$ cat src/rtl/dxe_pkg.sv
package dxe_pkg;
  typedef enum logic [1:0] {
    XM_NORMAL = 2'b00,
    XM_REPEAT = 2'b01,
    XM_BLOCK  = 2'b10,
    XM_RSVD   = 2'b11
  } xfer_mode_e;

  function automatic logic seg_mode(input xfer_mode_e m);
    return (m == XM_REPEAT) || (m == XM_BLOCK);
  endfunction
endpackage

$ cat src/rtl/dxe_counters.sv
module dxe_counters
  import dxe_pkg::*;
#(
  parameter int CNT_W  = 16,
  parameter int SEG_W  = 10,
  parameter int SIZE_W = 10
) (
  input  logic              clk,
  input  logic              rst_n,
  input  logic              load_i,
  input  xfer_mode_e        mode_i,
  input  logic [CNT_W-1:0]  main_i,
  input  logic [SEG_W-1:0]  seg_i,
  input  logic [SIZE_W-1:0] size_i,
  input  logic              step_i,
  output xfer_mode_e        mode_o,
  output logic [CNT_W-1:0]  main_o,
  output logic [SEG_W-1:0]  seg_o,
  output logic [SIZE_W-1:0] size_o,
  output logic              final_o,
  output logic              seg_end_o,
  output logic              can_start_o
);
  localparam logic [CNT_W-1:0]  M_ONE = 1;
  localparam logic [SEG_W-1:0]  G_ONE = 1;
  localparam logic [SIZE_W-1:0] S_ONE = 1;

  xfer_mode_e        mode_q;
  logic [CNT_W-1:0]  main_q;
  logic [SEG_W-1:0]  seg_q;
  logic [SIZE_W-1:0] size_q, size_rel_q;

  function automatic logic [CNT_W-1:0] next_main(input logic [CNT_W-1:0] v);
    return v - M_ONE;
  endfunction

  function automatic logic [SEG_W-1:0] next_seg(input logic [SEG_W-1:0] v,
                                                input logic wrap);
    return wrap ? v - G_ONE : v;
  endfunction

  function automatic logic [SIZE_W-1:0] next_size(input logic [SIZE_W-1:0] v,
                                                  input logic [SIZE_W-1:0] rel);
    return (v == S_ONE) ? rel : v - S_ONE;
  endfunction

  always_ff @(posedge clk or negedge rst_n) begin
    if (!rst_n) begin
      mode_q     <= XM_NORMAL;
      main_q     <= '0;
      seg_q      <= '0;
      size_q     <= '0;
      size_rel_q <= '0;
    end else if (load_i) begin
      mode_q     <= mode_i;
      main_q     <= main_i;
      seg_q      <= seg_i;
      size_q     <= size_i;
      size_rel_q <= size_i;
    end else if (step_i) begin
      if (mode_q == XM_NORMAL) begin
        main_q <= next_main(main_q);
      end else if (seg_mode(mode_q)) begin
        seg_q  <= next_seg(seg_q, size_q == S_ONE);
        size_q <= next_size(size_q, size_rel_q);
      end
    end
  end

  always_comb begin
    seg_end_o = seg_mode(mode_q) && (size_q == S_ONE);
    final_o   = ((mode_q == XM_NORMAL) && (main_q == M_ONE)) ||
                (seg_end_o && (seg_q == G_ONE));
    case (mode_q)
      XM_NORMAL: can_start_o = (main_q != '0);
      XM_REPEAT,
      XM_BLOCK:  can_start_o = (seg_q != '0) && (size_q != '0);
      default:   can_start_o = 1'b0;
    endcase
  end

  assign mode_o = mode_q;
  assign main_o = main_q;
  assign seg_o  = seg_q;
  assign size_o = size_q;
endmodule

$ cat src/rtl/dxe_chan_ctl.sv
module dxe_chan_ctl (
  input  logic clk,
  input  logic rst_n,
  input  logic en_set_i,
  input  logic en_clr_i,
  input  logic can_start_i,
  input  logic unit_done_i,
  input  logic final_i,
  input  logic seg_end_i,
  input  logic seg_stop_en_i,
  output logic en_o,
  output logic act_o,
  output logic unit_ok_o,
  output logic end_evt_o,
  output logic seg_evt_o
);
  logic en_q, act_q, en_d;

  assign unit_ok_o = en_q && unit_done_i;
  assign end_evt_o = unit_ok_o && final_i;
  assign seg_evt_o = unit_ok_o && seg_end_i && !final_i && seg_stop_en_i;

  always_comb begin
    if (en_q) en_d = !(end_evt_o || seg_evt_o || en_clr_i);
    else      en_d = en_set_i && can_start_i;
  end

  always_ff @(posedge clk or negedge rst_n) begin
    if (!rst_n) begin
      en_q  <= 1'b0;
      act_q <= 1'b0;
    end else begin
      en_q  <= en_d;
      act_q <= en_d && (act_q || unit_ok_o);
    end
  end

  assign en_o  = en_q;
  assign act_o = act_q;
endmodule

$ cat src/rtl/dxe_flags.sv
module dxe_flags (
  input  logic       clk,
  input  logic       rst_n,
  input  logic       end_evt_i,
  input  logic       seg_evt_i,
  input  logic [1:0] clr_i,
  input  logic       ie_end_i,
  input  logic       ie_seg_i,
  output logic       end_flag_o,
  output logic       seg_flag_o,
  output logic       irq_o
);
  logic end_q, seg_q;

  always_ff @(posedge clk or negedge rst_n) begin
    if (!rst_n) begin
      end_q <= 1'b0;
      seg_q <= 1'b0;
    end else begin
      end_q <= end_evt_i || (end_q && !clr_i[0]);
      seg_q <= seg_evt_i || (seg_q && !clr_i[1]);
    end
  end

  assign end_flag_o = end_q;
  assign seg_flag_o = seg_q;
  assign irq_o      = (end_q && ie_end_i) || (seg_q && ie_seg_i);
endmodule

$ cat src/rtl/dma_xfer_end_ctrl.sv
module dma_xfer_end_ctrl
  import dxe_pkg::*;
#(
  parameter int CNT_W  = 16,
  parameter int SEG_W  = 10,
  parameter int SIZE_W = 10
) (
  input  logic              clk,
  input  logic              rst_n,
  input  logic              cfg_load_i,
  input  logic [1:0]        cfg_mode_i,
  input  logic [CNT_W-1:0]  cfg_main_i,
  input  logic [SEG_W-1:0]  cfg_seg_i,
  input  logic [SIZE_W-1:0] cfg_size_i,
  input  logic              ie_end_i,
  input  logic              ie_seg_stop_i,
  input  logic              ie_seg_irq_i,
  input  logic              en_set_i,
  input  logic              en_clr_i,
  input  logic [1:0]        flag_clr_i,
  input  logic              unit_done_i,
  output logic              en_o,
  output logic              act_o,
  output logic              end_flag_o,
  output logic              seg_flag_o,
  output logic              irq_o,
  output logic [CNT_W-1:0]  main_cnt_o,
  output logic [SEG_W-1:0]  seg_cnt_o,
  output logic [SIZE_W-1:0] size_cnt_o
);
  xfer_mode_e mode_q;
  logic load_ok, unit_ok, end_evt, seg_evt;
  logic final_w, seg_end_w, can_start_w;

  assign load_ok = cfg_load_i && !en_o;

  dxe_counters #(.CNT_W(CNT_W), .SEG_W(SEG_W), .SIZE_W(SIZE_W)) cnt_i (
    .clk(clk), .rst_n(rst_n), .load_i(load_ok),
    .mode_i(xfer_mode_e'(cfg_mode_i)), .main_i(cfg_main_i),
    .seg_i(cfg_seg_i), .size_i(cfg_size_i), .step_i(unit_ok),
    .mode_o(mode_q), .main_o(main_cnt_o), .seg_o(seg_cnt_o),
    .size_o(size_cnt_o), .final_o(final_w), .seg_end_o(seg_end_w),
    .can_start_o(can_start_w)
  );

  dxe_chan_ctl ctl_i (
    .clk(clk), .rst_n(rst_n), .en_set_i(en_set_i), .en_clr_i(en_clr_i),
    .can_start_i(can_start_w), .unit_done_i(unit_done_i),
    .final_i(final_w), .seg_end_i(seg_end_w),
    .seg_stop_en_i(ie_seg_stop_i), .en_o(en_o), .act_o(act_o),
    .unit_ok_o(unit_ok), .end_evt_o(end_evt), .seg_evt_o(seg_evt)
  );

  dxe_flags flg_i (
    .clk(clk), .rst_n(rst_n), .end_evt_i(end_evt), .seg_evt_i(seg_evt),
    .clr_i(flag_clr_i), .ie_end_i(ie_end_i), .ie_seg_i(ie_seg_irq_i),
    .end_flag_o(end_flag_o), .seg_flag_o(seg_flag_o), .irq_o(irq_o)
  );
endmodule

$ cat config.mk
export PLATFORM = sky130hd
export DESIGN_NAME = dma_xfer_end_ctrl
export DESIGN_NICKNAME = d
export VERILOG_FILES = /design/src/rtl/dxe_pkg.sv /design/src/rtl/dxe_counters.sv /design/src/rtl/dxe_chan_ctl.sv /design/src/rtl/dxe_flags.sv /design/src/rtl/dma_xfer_end_ctrl.sv
export SDC_FILE = /design/constraint.sdc
export NUM_CORES = 1
export LEC_CHECK = 0
export BUFFER_PORTS_ARGS = -buffer_cell sky130_fd_sc_hd__buf_2
export CORE_MARGIN = 5
export CORE_UTILIZATION = 30
export DETAILED_ROUTE_END_ITERATION = 16
export PLACE_DENSITY_LB_ADDON = 0.15
export SYNTH_ARGS = -nofsm -noshare
export SYNTH_HDL_FRONTEND = slang
export SYNTH_SLANG_ARGS = --single-unit
$ cat constraint.sdc
create_clock -name clk -period 6.5 [get_ports clk]
set_clock_uncertainty 0.1 [all_clocks]
set_input_delay 0.975 -clock clk [delete_from_list [all_inputs] [get_ports clk]]
set_output_delay 0.975 -clock clk [all_outputs]
set_load 0.05 [all_outputs]
==> results.json <==
{
  "status": "completed",
  "crit_slowest_cell": "nor4_4",
  "max-slew-margin-rel_pct": 53.9,
  "synth_warnings": 0,
  "grt_usage_pct": 14.3,
  "p_leak_nw": 1.65,
  "port_buffers": 89,
  "wl_mm": 8.17,
  "seqCellArea_um2": 1300,
  "multi_input_area_um2": 1540,
  "async_reset_ff_share_pct": 100,
  "synth-edff-count": 0,
  "cp.required_ns": 6.63,
  "grt_pass1_wl_mm": 13.2,
  "power.density_nw_per_um2": 513,
  "fin_crit_ns": 2.86,
  "endpoint_kind": "register",
  "yosysSeqAreaShare_pct": 44.2,
  "yosys-top-cells-area": "dfrtp_1 44%, nand2_1 9.6%, ha_1 4.7%",
  "die_area_um2": 11900,
  "crit_fanout": 11,
  "finalMaxSlewViolations": 0,
  "fin_crit_sh_pct": 44.1,
  "fillers": 1025,
  "cts_tree": "yes",
  "hold_viol": 0,
  "viasPerCell": 4.82,
  "worstSetupPathType": "in2reg",
  "grt_pass1_vias": 2572,
  "setup_ws_ns": 3.64,
  "placed_area_um2": 3520,
  "first_iter_violations": 136,
  "tightest_slew_ns": 0.690,
  "instances_no_fill": 553,
  "dr.pass1.iters": 4,
  "clock_latency_ns": 0.31,
  "cp-start-kind": "primary input",
  "gp_congestion": 0.771,
  "cap_violations": 0,
  "max_stage_delay_ns": 0.64,
  "layout-drive-gt1-share_pct": 25.0,
  "cts_setup_buffers": 0,
  "num_vias": 2665,
  "fmax_mhz": 349,
  "ctsResizeCount": 0,
  "wl_per_cell_um": 14.8,
  "die_h_um": 109,
  "grt_max_degree": 61,
  "post-route-cell-area_um2": 3600,
  "area_growth_pct": 22.2,
  "hp-class": "reg2reg",
  "path_cells": "buf_2 > nand4b_1 > nor4_4 > nand3_2 > or4_1 > a31oi_1",
  "syn_nets": 399,
  "synthFlopType": "dfrtp_1",
  "dieWidth_um": 109,
  "reg2reg_slack_ns": 3.69,
  "ys_ff_latch": 52,
  "cts_root_buffer": "clkbuf_8",
  "nets": 480,
  "numClockSinks": 52,
  "clock_path_buffers": 2,
  "antenna_cells": 0,
  "hold_slack_ns": 0.389,
  "synth_area_um2": 2950,
  "start_util_pct": 30.4,
  "synth_cell_types": 43,
  "dp_hpwl_mm": 6.08,
  "yosys.area.top_type_share_pct": 44.2,
  "arrival_ns": 2.99,
  "synth.avg_cell_area_um2": 8.69,
  "h-tree-depth": 2,
  "dp_slack_ns": 3.29,
  "fin_tns_setup_ns": 0,
  "synth_cells": 339,
  "rows": 36,
  "ir_worst_vdd_mv": 0.211,
  "ios": 90,
  "fp.coreArea_um2": 9680,
  "finalSetupViolCount": 0,
  "path_clk_slew_ns": 0.10,
  "rsz0062_at_grt": "false",
  "hold_buffers": 0,
  "dp_cells": 546,
  "gr-total-overflow": 0,
  "route.detailed.drc": 0,
  "yosysTopAreaCell": "dfrtp_1",
  "cts_buffers": 5,
  "antenna_found_initial": 0,
  "antenna_left": 0
}
state kept, by name, summed over array words and instances (netlist names):
name	cells
cnt_i.main_o	16
cnt_i.mode_o	2
cnt_i.seg_o	10
cnt_i.size_o	10
cnt_i.size_rel_q	10
ctl_i.act_o	1
ctl_i.en_o	1
flg_i.end_flag_o	1
flg_i.seg_flag_o	1
final timing paths:
| path | startpoint | to | depth (start not counted) |
|---|---|---|---|
| worst max-delay path | unit_done_i | cnt_i.seg_o[6] | 6 |
| worst min-delay path | cnt_i.size_rel_q[6] | cnt_i.size_rel_q[6] | 2 |
| worst max register to register | cnt_i.mode_o[0] | cnt_i.seg_o[6] | 7 |
| worst min register to register | cnt_i.size_rel_q[6] | cnt_i.size_rel_q[6] | 2 |
| max in group asynchronous | rst_n | cnt_i.mode_o[0] | 2 |
| min in group asynchronous | rst_n | cnt_i.size_o[3] | 2 |
worst max-delay path, delay by kind of cell:
family | cells | cell delay [ns]
AO/OA/AOI/OAI | 1 | 0.18
AND/OR/NAND/NOR | 4 | 1.71
buffers and inverters | 1 | 0.13
layer usage:
layer	wire length, um	share of wire (%)	track usage (%)
met1	3970	49	20.6
met2	3690	45	21.6
met3	436	5.3	3.32
met4	73	0.89	3.25
met5	0	0	0
per-stage QoR:
step,power [mW],util [%]
6_report,1.85,37.2
5_1_grt,2.00,37.2
4_1_cts,1.88,37.2
3_5_place_dp,1.69,36.3
3_3_place_gp,1.68,36.3
2_1_floorplan,1.41,-
kinds of logic (layout without fill, tap and decap cells):
family,after synthesis,after routing,share of synthesized area [%]
flops,52,52,44.2
buf+inv,30,111,3.87
mux,1,1,0.340
compound gates,72,72,16.0
simple gates,155,155,25.6
fa+ha+maj,11,11,4.67
xor+xnor,18,18,5.35
cell usage in the layout (no fill, tap or decap), types with 8 or more instances in the layout:
cell      count
buf_2        89
inv_1        12
xnor2_1       8
nor4_1       10
dfrtp_1      52
nand2_1      75
nand3_1       9
a21oi_1       8
o211ai_1      9
ha_1         11
nor2_1       23
xor2_1       10
o21ai_0      26
final cells by class:
cell class                 count  share of cell area (%)
clock buffer                   5                    1.91
clock inverter                 2                   0.348
inverter                      12                    1.25
multi-input combinational    257                    42.7
sequential                    52                    36.1
tap                          133                    4.62
timing repair buffer          92                    13.0
synthesized netlist by cell type (2+ instances only):
master and count:
a211oi_1 4, a21o_1 3, a21oi_1 8, a221o_1 4, a22oi_1 4, a31oi_1 3, clkbuf_1 17, dfrtp_1 52
ha_1 11, inv_1 12, nand2_1 75, nand2b_1 2, nand3_1 9, nand4_1 5, nand4b_1 3, nor2_1 23
nor3_1 7, nor3b_1 4, nor4_1 10, o211ai_1 9, o21ai_0 26, o311ai_0 3, o31ai_1 2, or3_1 3
or4_1 6, xnor2_1 8, xor2_1 10
report_power, final:
group | switching [mW] | total [mW] | internal, mW
Clock | 0.108 | 0.181 | 0.0732
Combinational | 0.728 | 1.01 | 0.284
Sequential | 0.186 | 0.653 | 0.467
Total | 1.02 | 1.85 | 0.824
(Power assumes the default switching activity.)
